$ cat config.mk
export PLATFORM = sky130hd
export DESIGN_NAME = deblock_edge_filter
export DESIGN_NICKNAME = d
export VERILOG_FILES = /design/src/rtl/dbf_pkg.sv /design/src/rtl/dbf_raw.sv /design/src/rtl/dbf_tent.sv /design/src/rtl/dbf_apply.sv /design/src/rtl/deblock_edge_filter.sv
export SDC_FILE = /design/constraint.sdc
export NUM_CORES = 1
export LEC_CHECK = 0
export ABC_AREA = 0
export CAP_MARGIN = 20
export CORE_MARGIN = 4
export CORE_UTILIZATION = 30
export DETAILED_ROUTE_END_ITERATION = 6
export PLACE_DENSITY = 0.49
export SYNTH_ARGS = -nofsm -noshare
export SYNTH_HDL_FRONTEND = slang
export SYNTH_SLANG_ARGS = --single-unit
$ cat constraint.sdc
create_clock -name clk -period 5.6 [get_ports clk]
set_clock_uncertainty 0.2 [all_clocks]
set_input_delay 1.4 -clock clk [delete_from_list [all_inputs] [get_ports clk]]
set_output_delay 1.4 -clock clk [all_outputs]
set_load 0.005 [all_outputs]
$ cat src/rtl/dbf_pkg.sv
package dbf_pkg;

  typedef enum logic {
    EDGE_ROW = 1'b0,
    EDGE_COL = 1'b1
  } edge_dir_e;

  // magnitude of a sign-extended value, used by the checks only
  function automatic logic [15:0] mag16(input logic signed [15:0] v);
    return v[15] ? 16'(-v) : 16'(v);
  endfunction

endpackage

$ cat src/rtl/dbf_raw.sv
// Stage 1 arithmetic: rounded weighted difference across the edge.
module dbf_raw #(
  parameter int PIX_W = 8
) (
  input  logic [PIX_W-1:0]        x0,
  input  logic [PIX_W-1:0]        x1,
  input  logic [PIX_W-1:0]        x2,
  input  logic [PIX_W-1:0]        x3,
  output logic signed [PIX_W:0]   raw
);
  // four guard bits: |x0-x3| + 3|x2-x1| + 4 reaches 4*(2^PIX_W) exactly
  localparam int SW = PIX_W + 4;
  localparam logic signed [SW-1:0] RND = SW'(4);

  logic signed [SW-1:0] e0, e1, e2, e3, d_mid, d_out, acc;
  logic unused_lsb;

  assign e0    = $signed({{(SW-PIX_W){1'b0}}, x0});
  assign e1    = $signed({{(SW-PIX_W){1'b0}}, x1});
  assign e2    = $signed({{(SW-PIX_W){1'b0}}, x2});
  assign e3    = $signed({{(SW-PIX_W){1'b0}}, x3});
  assign d_mid = e2 - e1;
  assign d_out = e0 - e3;
  assign acc   = d_out + d_mid + (d_mid <<< 1) + RND;
  // dropping three LSBs of a two's-complement value is a floor division by 8
  assign raw        = acc[SW-1:3];
  assign unused_lsb = ^acc[2:0];
endmodule

$ cat src/rtl/dbf_tent.sv
// Stage 2 arithmetic: tent limiter controlled by the stored 2L.
module dbf_tent #(
  parameter int PIX_W = 8
) (
  input  logic signed [PIX_W:0]   raw,
  input  logic [PIX_W-1:0]        twol,
  output logic signed [PIX_W:0]   lf
);
  localparam logic [PIX_W:0] ONE = {{PIX_W{1'b0}}, 1'b1};

  logic           neg;
  logic [PIX_W:0] rv, absr, thr, room, mag;

  assign neg  = raw[PIX_W];
  assign rv   = raw;
  assign absr = neg ? (~rv + ONE) : rv;
  assign thr  = {1'b0, twol};
  assign room = (thr > absr) ? (thr - absr) : '0;
  assign mag  = (absr < room) ? absr : room;
  assign lf   = neg ? $signed(~mag + ONE) : $signed(mag);
endmodule

$ cat src/rtl/dbf_apply.sv
// Stage 3 arithmetic: apply the correction and clamp to pixel range.
module dbf_apply #(
  parameter int PIX_W = 8
) (
  input  logic [PIX_W-1:0]        x1,
  input  logic [PIX_W-1:0]        x2,
  input  logic signed [PIX_W:0]   lf,
  output logic [PIX_W-1:0]        n1,
  output logic [PIX_W-1:0]        n2
);
  localparam int W = PIX_W + 2;

  logic signed [W-1:0] lfx, s1, s2;

  function automatic logic [PIX_W-1:0] clip(input logic signed [W-1:0] v);
    if (v[W-1])      return '0;
    else if (v[W-2]) return '1;
    else             return v[PIX_W-1:0];
  endfunction

  assign lfx = {lf[PIX_W], lf};
  assign s1  = $signed({2'b00, x1}) + lfx;
  assign s2  = $signed({2'b00, x2}) - lfx;
  assign n1  = clip(s1);
  assign n2  = clip(s2);
endmodule

$ cat src/rtl/deblock_edge_filter.sv
module deblock_edge_filter
  import dbf_pkg::*;
#(
  parameter int PIX_W = 8,
  parameter int LINES = 8
) (
  input  logic                 clk,
  input  logic                 rst_n,
  input  logic                 lim_load,
  input  logic [PIX_W-2:0]     lim_val,
  input  logic                 in_valid,
  output logic                 in_ready,
  input  logic [4*PIX_W-1:0]   in_quad,
  input  logic                 in_dir,
  output logic                 out_valid,
  input  logic                 out_ready,
  output logic [2*PIX_W-1:0]   out_pair,
  output logic                 out_dir,
  output logic                 out_edge_end
);
  localparam int CNT_W = (LINES > 1) ? $clog2(LINES) : 1;
  localparam logic [CNT_W-1:0] LAST = CNT_W'(LINES - 1);

  // global advance: the pipeline moves when the output slot is free or draining
  logic adv;
  assign adv      = !out_valid || out_ready;
  assign in_ready = adv;

  // strength register, holds 2L
  logic [PIX_W-1:0] twol;
  always_ff @(posedge clk) begin
    if (!rst_n)        twol <= '0;
    else if (lim_load) twol <= {lim_val, 1'b0};
  end

  // unpack
  logic [PIX_W-1:0] px [4];
  for (genvar g = 0; g < 4; g++) begin : g_unpack
    assign px[g] = in_quad[g*PIX_W +: PIX_W];
  end

  // ---------------- stage 1: raw difference ----------------
  logic signed [PIX_W:0] raw_c;
  dbf_raw #(.PIX_W(PIX_W)) u_raw (
    .x0(px[0]), .x1(px[1]), .x2(px[2]), .x3(px[3]), .raw(raw_c)
  );

  logic                  s1_v;
  logic signed [PIX_W:0] s1_raw;
  logic [PIX_W-1:0]      s1_x1, s1_x2;
  edge_dir_e             s1_dir;

  always_ff @(posedge clk) begin
    if (!rst_n) begin
      s1_v <= 1'b0; s1_raw <= '0; s1_x1 <= '0; s1_x2 <= '0; s1_dir <= EDGE_ROW;
    end else if (adv) begin
      s1_v   <= in_valid;
      s1_raw <= raw_c;
      s1_x1  <= px[1];
      s1_x2  <= px[2];
      s1_dir <= edge_dir_e'(in_dir);
    end
  end

  // ---------------- stage 2: tent limiter ----------------
  logic signed [PIX_W:0] lf_c;
  dbf_tent #(.PIX_W(PIX_W)) u_tent (.raw(s1_raw), .twol(twol), .lf(lf_c));

  logic                  s2_v;
  logic signed [PIX_W:0] s2_lf;
  logic [PIX_W-1:0]      s2_x1, s2_x2;
  edge_dir_e             s2_dir;

  always_ff @(posedge clk) begin
    if (!rst_n) begin
      s2_v <= 1'b0; s2_lf <= '0; s2_x1 <= '0; s2_x2 <= '0; s2_dir <= EDGE_ROW;
    end else if (adv) begin
      s2_v   <= s1_v;
      s2_lf  <= lf_c;
      s2_x1  <= s1_x1;
      s2_x2  <= s1_x2;
      s2_dir <= s1_dir;
    end
  end

  // ---------------- stage 3: apply and clamp ----------------
  logic [PIX_W-1:0] n1_c, n2_c;
  dbf_apply #(.PIX_W(PIX_W)) u_apply (
    .x1(s2_x1), .x2(s2_x2), .lf(s2_lf), .n1(n1_c), .n2(n2_c)
  );

  edge_dir_e out_dir_q;
  always_ff @(posedge clk) begin
    if (!rst_n) begin
      out_valid <= 1'b0; out_pair <= '0; out_dir_q <= EDGE_ROW;
    end else if (adv) begin
      out_valid <= s2_v;
      out_pair  <= {n2_c, n1_c};
      out_dir_q <= s2_dir;
    end
  end
  assign out_dir = out_dir_q;

  // edge line counter, advanced by output transfers only
  logic [CNT_W-1:0] line_cnt;
  always_ff @(posedge clk) begin
    if (!rst_n) line_cnt <= '0;
    else if (out_valid && out_ready)
      line_cnt <= (line_cnt == LAST) ? '0 : line_cnt + 1'b1;
  end
  assign out_edge_end = out_valid && (line_cnt == LAST);

  // ---------------- assertions ----------------
  // a stalled result and its tag stay put
  a_r6_stall_hold: assert property (@(posedge clk) disable iff (!rst_n)
    out_valid && !out_ready |=> out_valid && $stable(out_pair) && $stable(out_dir));

  // two end markers cannot transfer back to back
  a_r7_end_spacing: assert property (@(posedge clk) disable iff (!rst_n)
    out_edge_end && out_ready |=> !out_edge_end);

  // the limited value never exceeds |R| nor L
  a_r2_tent_bound: assert property (@(posedge clk) disable iff (!rst_n)
    adv && s1_v |=> (mag16(16'(s2_lf)) <= mag16(16'($past(s1_raw))))
                 && ((mag16(16'(s2_lf)) << 1) <= 16'($past(twol))));

  // with a zero strength nothing is corrected
  a_r4_zero_limit: assert property (@(posedge clk) disable iff (!rst_n)
    adv && s1_v && twol == '0 |=> s2_lf == '0);

endmodule

Word level (Yosys, flattened, before mapping) --
Cells that the tools add are included.
Storage, ports and cells: bits of input ports 45, register bits 82
Operators by class: order comparisons 2, mux-type cells 9, equality and inequality tests 1, bitwise gates (word level) 2, $add $sub $neg 11, reductions and logical operators 4
Operator list (number):
- 9-bit 2-to-1 mux | 4
- 8-bit 2-to-1 mux | 4
- 12-bit adder | 2
- 9-bit by 1-bit adder with 9-bit output (second input constant) | 2
- 9-bit inverter | 2
- 8-bit by 8-bit subtractor with 9-bit output | 2
- 12-bit by 4-bit adder with 12-bit output (second input constant) | 1
- 9-bit by 9-bit adder with 10-bit output | 1
- 9-bit by 9-bit subtractor with 10-bit output | 1
- 8-bit by 9-bit greater-than comparator with 1-bit output | 1
- 9-bit less-than comparator | 1
- 8-bit by 9-bit subtractor with 9-bit output | 1
- 3-bit by 1-bit adder with 3-bit output (second input constant) | 1
- 3-bit equality test (second input constant) | 1
- 3-bit 2-to-1 mux | 1
- 1-bit logical AND | 2
- 1-bit zero test | 1
- 1-bit logical OR | 1

Depth between registers and ports, before layout --
Gate-level depths: netlist (run 1).
depth after elaboration 10, gate-level depth with buffers 28

Modules after synthesis --
A second synthesis (run 1) with hierarchy kept.
Unflattened totals: cells, all modules 876, area total of the unflattened synthesis 7308.3 µm²
Modules (own cells, without submodules):
- deblock_edge_filter | cells each 351, area each 3288.2 µm², times used 1, seq. area each 1641.6 µm²
- dbf_tent | cells each 217, area each 1595.3 µm², times used 1, seq. area each 0.0 µm²
- dbf_raw | cells each 177, area each 1456.4 µm², times used 1, seq. area each 0.0 µm²
- dbf_apply | cells each 131, area each 968.4 µm², times used 1, seq. area each 0.0 µm²

Worst setup path before layout (run 1) --
No wires, ideal clock.
kind reg-to-reg, start point register s1_raw[0], end point register s2_lf[8], path slack -0.396 ns, setup time 0.134 ns, stages on the path, launching flop included 28, arrival time 5.662 ns, required time 5.266 ns, cells stage by stage dfxtp_1 buf_2 inv_1 ha_1 nand2b_1 xnor2_1 inv_1 ha_1 nand2b_1 a21boi_0 a2111o_1 maj3_1 maj3_1 a21oi_1 o21ai_0 ha_1 a21o_1 a211o_1 o21a_1 clkbuf_1 clkbuf_1 o21ai_0 ha_1 o21ai_0 o32ai_1 a41oi_2 xnor2_1 a21oi_1
On the way: longest elaborated chain between the ends 10, elaborated cells between the ends (all ways) 11, those cells by class add/sub (3); order compare (2); mux (4); bitwise (2)
Ends and longest elaborated chain:
- from (decl) | RTL line deblock_edge_filter.sv:49 | logic signed [PIX_W:0] s1_raw;
- from (signal assigned) | RTL line deblock_edge_filter.sv:58 | s1_raw <= raw_c;
- 9-bit inverter | RTL line dbf_tent.sv:16 | assign absr = neg ? (~rv + ONE) : rv;
- 9-bit by 1-bit adder with 9-bit output | RTL line dbf_tent.sv:16
- 9-bit 2-to-1 mux * | RTL line dbf_tent.sv:16
- 8-bit by 9-bit subtractor with 9-bit output or 8-bit by 9-bit greater-than comparator with 1-bit output (tied branches) | RTL line dbf_tent.sv:18 | assign room = (thr > absr) ? (thr - absr) : '0;
- 9-bit 2-to-1 mux | RTL line dbf_tent.sv:18
- 9-bit less-than comparator | RTL line dbf_tent.sv:19 | assign mag = (absr < room) ? absr : room;
- 9-bit 2-to-1 mux * | RTL line dbf_tent.sv:19
- 9-bit inverter | RTL line dbf_tent.sv:20 | assign lf = neg ? $signed(~mag + ONE) : $signed(mag);
- 9-bit by 1-bit adder with 9-bit output | RTL line dbf_tent.sv:20
- 9-bit 2-to-1 mux * | RTL line dbf_tent.sv:20
- to (signal assigned) | RTL line deblock_edge_filter.sv:79 | s2_lf <= lf_c;
- to (decl) | RTL line deblock_edge_filter.sv:70 | logic signed [PIX_W:0] s2_lf;
Mark *: on every way between the ends. The rest lies on a longest branch, timed or not. A chain may end at the register's enable or synchronous reset.

Final worst setup path (run 1) --
start point input in_quad[9], end point register s1_raw[6]
On the way: longest elaborated chain between the ends 4
Ends and longest elaborated chain:
- from (decl) | RTL line deblock_edge_filter.sv:13 | input logic [4*PIX_W-1:0] in_quad,
- 8-bit by 8-bit subtractor with 9-bit output * | RTL line dbf_raw.sv:22 | assign d_mid = e2 - e1;
- 12-bit adder | RTL line dbf_raw.sv:24 | assign acc = d_out + d_mid + (d_mid <<< 1) + RND;
- 12-bit adder * | RTL line dbf_raw.sv:24
- 12-bit by 4-bit adder with 12-bit output * | RTL line dbf_raw.sv:24
Marked as above.

==> results of run 1 <==
[sequential cells by signal (all words and copies together) (netlist names)]
register and count:
out_pair 16, s1_raw 9, s2_lf 9, s1_x1 8, s1_x2 8, s2_x1 8
s2_x2 8, twol 7, line_cnt 3, out_dir 1, out_valid 1, s1_dir 1
s1_v 1, s2_dir 1, s2_v 1
[worst paths after layout]
check	endpoint	slack (ns)	cells after the start
worst min-delay path	s1_v	0.25	2
worst max register to register	s2_lf[8]	0.28	24
worst min register to register	s1_v	0.25	2
worst max-delay path	s1_raw[6]	0.27	20
[worst reg2reg max path, stage by stage, from the launching register on]
cell and delay (ns):
dfxtp_1 0.34, inv_2 0.05, ha_2 0.30, nand2_1 0.04, o21ai_0 0.14, fa_1 0.30, nand2b_1 0.17, a21oi_1 0.08
a2111o_1 0.42, maj3_2 0.33, maj3_1 0.37, a21oi_2 0.17, o21ai_0 0.09, ha_1 0.31, a21o_1 0.18, a211o_1 0.26
o21a_2 0.26, o21ai_2 0.17, ha_2 0.21, buf_4 0.12, nand2_1 0.08, o32ai_4 0.15, a41oi_2 0.16, xnor2_1 0.18
a21oi_1 0.08
[synthesized netlist by cell type (4+ instances only)]
master    count  share of area, %
xnor2_1      23               3.3
clkbuf_1     23               1.4
nand3_1       9              0.74
ha_1         66                14
nor3_1        5              0.41
a211oi_1      6              0.74
mux2i_1       8               1.3
o21a_1        6              0.74
buf_1         4              0.25
maj3_1        4              0.66
a21o_1       24               3.0
nor2_1       44               2.7
nand2_1     126               7.8
a21oi_1      88               7.2
a21boi_0      5              0.62
inv_1        73               4.5
dfxtp_1      82                27
xor2_1       24               3.5
o21ai_0      38               3.1
o21ai_1       6              0.49
nand2b_1     15               1.5
o21bai_1      5              0.62
fa_1         14               4.6
o211ai_1      4              0.49
nor2b_1      12               1.2
[cells in the final DEF (no fill, tap or decap), types with 19 or more instances in the layout]
cell type,Yosys,final
nand2_1,126,125
dfxtp_1,82,81
a21oi_1,88,74
inv_1,73,69
clkdlybuf4s50_1,0,62
buf_4,0,61
ha_1,66,57
nor2_1,44,42
o21ai_0,38,31
a21o_1,24,24
xor2_1,24,21
xnor2_1,23,19
[power groups by stage]
stage	logic (mW)	clock network, mW	registers, mW
after floorplan	2.55	0	0.801
after global placement	3.61	0	0.818
after detailed placement	3.61	0	0.821
after CTS	3.65	0.626	0.807
after global routing	4.63	0.648	0.826
final	4.14	0.605	0.808
[cell type report]
cell class / instances / area, um^2 / share of cell area (%)
well taps: 265 / 332 / 4.12
inverters: 75 / 282 / 3.50
multi-input cells: 578 / 4370 / 54.2
repair buffers: 127 / 1130 / 14.0
flip-flops and latches: 82 / 1640 / 20.4
clock buffers: 9 / 225 / 2.80
clock inverters: 7 / 78.8 / 0.979
[routing by layer]
metal  track usage, %  share of wire [%]  vias up
met5                0                  0        -
met4             3.02                1.0        0
met3             2.77                2.7       10
met2             21.0                 45       54
met1             19.4                 51     2362
li1                 -                  -     2801
[cells by family after synthesis]
logic type                 share of synthesized area (%)
xor gates and xnor gates                            7.49
adders and majority gates                           18.8
AOI/OAI and AO/OA                                   21.7
buffers and inverters                               6.46
and+or+nand+nor                                     17.3
muxes                                               1.32
DFF                                                 27.0
[repair_timing]
action / CTS / global route
buffers inserted: 2 / 9
pin swaps: 2 / 35
endpoints found under the setup margin: 2 / 10
resized for setup: 4 / 58
==> impl_metrics.env, run 1 <==
export IMPL_status="complete, no violations"
export IMPL_die_area_mm2=0.0226
export IMPL_drive_gt1_share_pct=18.0
export IMPL_p_sw_share_pct=44.7
export IMPL_ys_warn_count=0
export IMPL_numCtsBuffers=9
export IMPL_core_area_mm2=0.0197
export IMPL_cp_max_fo=2
export IMPL_insertedDiodeCount=0
export IMPL_slew_headroom_pct=52.2
export IMPL_initial_utilization_pct=30.9
export IMPL_synth_edf_count=0
export IMPL_postLayoutCoreUtil_pct=40.8
export IMPL_die_h_um=150
export IMPL_fin_total_pwr_mw=5.55
export IMPL_area_growth_pct=32.4
export IMPL_seqPwrFrac_pct=14.6
export IMPL_switching_power_mw=2.48
export IMPL_async_reset_ff_share_pct=0
export IMPL_crit_family="adder cells"
export IMPL_post_route_min_period_ns=5.33
export IMPL_tightest_slew_ns=0.712
export IMPL_tns_ns=0
export IMPL_drc=0
export IMPL_place_inst=1116
export IMPL_finalWorstSetupSlack_ns=0.266
export IMPL_min_path_type="flop to flop"
export IMPL_r2r_start="s1_raw[0]"
export IMPL_drv_slew=0
export IMPL_vdd_drop_max_v=0.000361
export IMPL_dp_hpwl_mm=11.6
export IMPL_seq_area_frac_synth_pct=27.0
export IMPL_hold_violations=0
export IMPL_place_gp_congestion=0.812
export IMPL_grt_pass1_vias=4890
export IMPL_via_per_inst=4.57
export IMPL_fp_dieW_um=150
export IMPL_synth_flop_cell="dfxtp_1"
export IMPL_syn_nets=889
export IMPL_finalSetupViolations=0
export IMPL_drt_iter0_markers=173
export IMPL_root_buffer="clkbuf_16"
export IMPL_wl_per_cell_um=13.1
export IMPL_fillers=2030
export IMPL_cp_slowest_cell="clkdlybuf4s50_1"
export IMPL_grt_antenna_before_repair=0
export IMPL_crit_start="in_quad[9]"
export IMPL_clock_sinks=82
export IMPL_final_nets=998
export IMPL_firstDrtPassIters=4
export IMPL_fmax_mhz=187
export IMPL_syn_area_per_cell_um2=7.96
export IMPL_via_count=5227
export IMPL_critPathMaxStageDelay_ns=0.49
export IMPL_syn_area_mm2=0.00608
export IMPL_ys_types=65
export IMPL_pre_cts_ws_ns=-0.535
export IMPL_cts_hold_buf=0
export IMPL_critPathKind="primary input to flop"
export IMPL_postRouteAntennaNets=0
export IMPL_clkPwrFrac_pct=10.9
export IMPL_power_density_mw_per_mm2=689
export IMPL_path_buf_inv=5
export IMPL_required_ns=5.68
export IMPL_placed_area_mm2=0.00740
export IMPL_htree_levels=3
export IMPL_grt_first_pass_wirelength_mm=24.6
export IMPL_ys_seq_elements=82
export IMPL_endpoint_kind="flop"
export IMPL_final_cells=1143
export IMPL_ios=65
export IMPL_cp_arrival_ns=5.41
export IMPL_clk_path_buf_depth=2
export IMPL_numPortBuffers=64
export IMPL_clk_latency_ns=0.36
export IMPL_path_cells="clkdlybuf4s50_1 > inv_1 > buf_4 > ha_1 > a21o_1 > a21o_1 > buf_4 > xor2_4 > fa_1 > ha_1 > ha_1 > buf_4 > a21o_1 > a21oi_2 > o21bai_2 > a21oi_2 > o21bai_1 > xor2_1 > nand2_1 > a21oi_2"
export IMPL_leakage_nw=3.53
export IMPL_grt_ovfl_total=0
export IMPL_gr_usage_all_layers_pct=13.5
export IMPL_num_rows=51
export IMPL_maxCapViolations=0
export IMPL_period_share_pct=95.2
export IMPL_combPwrFrac_pct=74.5
export IMPL_synthCells=764
export IMPL_grt_max_degree=66
export IMPL_path_clk_slew_ns=0.06
export IMPL_tritoncts="built"
export IMPL_start_kind="primary input"
export IMPL_p_int_mw=3.07
export IMPL_finish_instance_area_mm2=0.00805
export IMPL_whs_ns=0.252
export IMPL_wirelength_mm=15.0
export IMPL_hold_start="s1_v"
Note: power is estimated with default switching activity, not from simulation.
==> run 2, diff against run 1 <==
--- a/config.mk
+++ b/config.mk
@@ -8,9 +8,9 @@
 export ABC_AREA = 0
 export CAP_MARGIN = 20
 export CORE_MARGIN = 4
-export CORE_UTILIZATION = 30
+export CORE_UTILIZATION = 46
 export DETAILED_ROUTE_END_ITERATION = 6
-export PLACE_DENSITY = 0.49
+export PLACE_DENSITY = 0.7
 export SYNTH_ARGS = -nofsm -noshare
 export SYNTH_HDL_FRONTEND = slang
 export SYNTH_SLANG_ARGS = --single-unit
==> impl_metrics.env, run 2 (synthesis results as in run 1) <==
export IMPL_path_clk_slew_ns=0.07
export IMPL_path_buf_inv=5
export IMPL_fin_total_pwr_mw=5.75
export IMPL_drv_slew=0
export IMPL_place_gp_congestion=0.879
export IMPL_min_to="s1_x1[0]"
export IMPL_root_buffer="clkbuf_16"
export IMPL_endpoint_kind="flop"
export IMPL_clk_path_buf_depth=2
export IMPL_tritoncts="built"
export IMPL_hold_violations=0
export IMPL_insertedDiodeCount=0
export IMPL_post_route_min_period_ns=5.48
export IMPL_fmax_mhz=183
export IMPL_numPortBuffers=64
export IMPL_cp_common_cell="inv_1"
export IMPL_die_area_mm2=0.0151
export IMPL_path_cells="clkdlybuf4s50_1 > inv_1 > ha_1 > inv_1 > fa_2 > inv_1 > ha_1 > inv_1 > fa_1 > or4b_4 > fa_2 > nor2b_4 > o21ai_2 > a21oi_2 > o21ai_0 > nand2b_1 > a21o_1 > a21oi_2 > xnor2_1 > nand2_1 > a21oi_2"
export IMPL_via_per_inst=5.25
export IMPL_die_h_um=123
export IMPL_drive_gt1_share_pct=17.1
export IMPL_tightest_slew_ns=0.727
export IMPL_hold_depth=2
export IMPL_period_share_pct=97.8
export IMPL_r2r_start="s1_raw[1]"
export IMPL_status="complete, no violations"
export IMPL_via_count=5534
export IMPL_clk_latency_ns=0.34
export IMPL_grt_pass1_vias=5471
export IMPL_whs_ns=0.252
export IMPL_min_path_type="flop to flop"
export IMPL_grt_first_pass_wirelength_mm=25.2
export IMPL_wl_per_cell_um=14.3
export IMPL_ios=65
export IMPL_regToRegSetupSlack_ns=0.25
export IMPL_reg2reg_depth=25
export IMPL_hold_start="s1_x1[0]"
export IMPL_start_kind="primary input"
export IMPL_regMostFlops="out_pair"
export IMPL_cp_arrival_ns=5.56
export IMPL_finalSetupViolations=0
export IMPL_num_rows=41
export IMPL_final_common_cell="nand2_1"
export IMPL_maxCapViolations=0
export IMPL_fp_dieW_um=123
export IMPL_leakage_nw=3.54
export IMPL_crit_family="adder cells"
export IMPL_grt_antenna_before_repair=0
export IMPL_slew_headroom_pct=51.5
export IMPL_grt_ovfl_total=0
export IMPL_htree_levels=3
export IMPL_mostFrequentLayoutCells="nand2_1, dfxtp_1, a21oi_1"
export IMPL_cp_max_fo=2
export IMPL_postRouteAntennaNets=0
export IMPL_cp_slowest_cell="fa_2"
export IMPL_clock_sinks=82
export IMPL_largest_reg_flops=16
export IMPL_top_regs="out_pair: 16 flops, s1_raw: 9 flops, s2_lf: 9 flops"
export IMPL_core_area_mm2=0.0128
export IMPL_power_density_mw_per_mm2=726
export IMPL_drc=0
export IMPL_final_cells=1055
export IMPL_placed_area_mm2=0.00734
export IMPL_final_nets=1003
export IMPL_finish_instance_area_mm2=0.00793
export IMPL_numCtsBuffers=9
export IMPL_place_inst=1031
export IMPL_firstDrtPassIters=4
export IMPL_wirelength_mm=15.1
export IMPL_gr_usage_all_layers_pct=20.6
export IMPL_critPathMaxStageDelay_ns=0.52
export IMPL_vdd_drop_max_v=0.000437
export IMPL_cts_hold_buf=0
export IMPL_dp_hpwl_mm=11.5
export IMPL_rsz0062_at_grt="true"
export IMPL_r2r_end="s2_lf[8]"
export IMPL_initial_utilization_pct=47.6
export IMPL_drt_iter0_markers=362
export IMPL_critPathKind="primary input to flop"
export IMPL_grt_max_degree=66
export IMPL_area_growth_pct=30.3
export IMPL_required_ns=5.68
-- run 2: changes by cell type in the layout (fill, tap and decap cells not counted), moves of 3 or more --
cell / previous run / this run
buf_4: 61 / 68
a21oi_1: 74 / 78
a21oi_2: 14 / 10
ha_1: 57 / 60
-- run 2: layout make-up --
cell class,instances,area (um^2)
fillers,1078,4840
multi-input cells,578,4300
flip-flops and latches,82,1640
repair buffers,132,1160
inverters,75,282
clock buffers,9,225
well taps,172,215
clock inverters,7,108
-- run 2: metrics by stage --
step | utilization, % | setup slack [ns] | setup TNS, ns
after floorplan | - | 0.0176 | 0
after global placement | 57.5 | -0.468 | -1.28
after detailed placement | 57.5 | -0.570 | -1.77
after CTS | 60.3 | 0.00273 | 0
after global routing | 62.1 | -0.103 | -0.163
final | 62.1 | 0.123 | 0
-- run 2: timing repair --
action                     CTS  global route
pin swaps                    4            25
buffers inserted             2             6
setup endpoints to repair    3            10
resized for setup            7            42
-- run 2: how the worst max path moves through the flow --
stage,depth (start not counted),startpoint,endpoint
final,21,in_quad[16],s1_raw[7]
after detailed placement,21,in_quad[8],s1_raw[7]
after global placement,21,in_quad[8],s1_raw[7]
after CTS,24,s1_raw[0],s2_lf[5]
after floorplan,26,s1_raw[0],s2_lf[8]
after global routing,22,in_quad[16],s1_raw[7]
-- run 2: worst register-to-register path, cell delays in order (launching register included) --
cell and delay [ns]:
dfxtp_1 0.31, inv_1 0.10, ha_4 0.14, nand2b_1 0.08, o21ai_2 0.17, xor2_1 0.21, ha_1 0.30, nand2_2 0.12
a21oi_1 0.06, a2111o_1 0.41, maj3_2 0.33, maj3_1 0.37, a21oi_2 0.18, o21ai_1 0.08, ha_1 0.31, a21o_1 0.19
a211o_1 0.26, o21a_4 0.25, buf_4 0.15, nand2_1 0.07, nand3_2 0.08, buf_4 0.16, o32ai_4 0.27, a41oi_2 0.15
xnor2_1 0.20, a21oi_1 0.08
-- run 2: report_power, final --
part | switching (mW) | internal (mW)
registers | 0.0929 | 0.712
logic | 2.12 | 2.16
clock network | 0.269 | 0.400
total | 2.49 | 3.27
-- run 2: metal layers --
| metal | vias to the layer above | track usage [%] | wire [um] | part of all wire [%] |
|---|---|---|---|---|
| li1 | 2813 | - | - | - |
| met1 | 2586 | 26.9 | 6850 | 46 |
| met2 | 118 | 35.5 | 7270 | 48 |
| met3 | 17 | 3.43 | 715 | 4.7 |
| met4 | 0 | 5.05 | 219 | 1.5 |
| met5 | - | 0 | 0 | 0 |
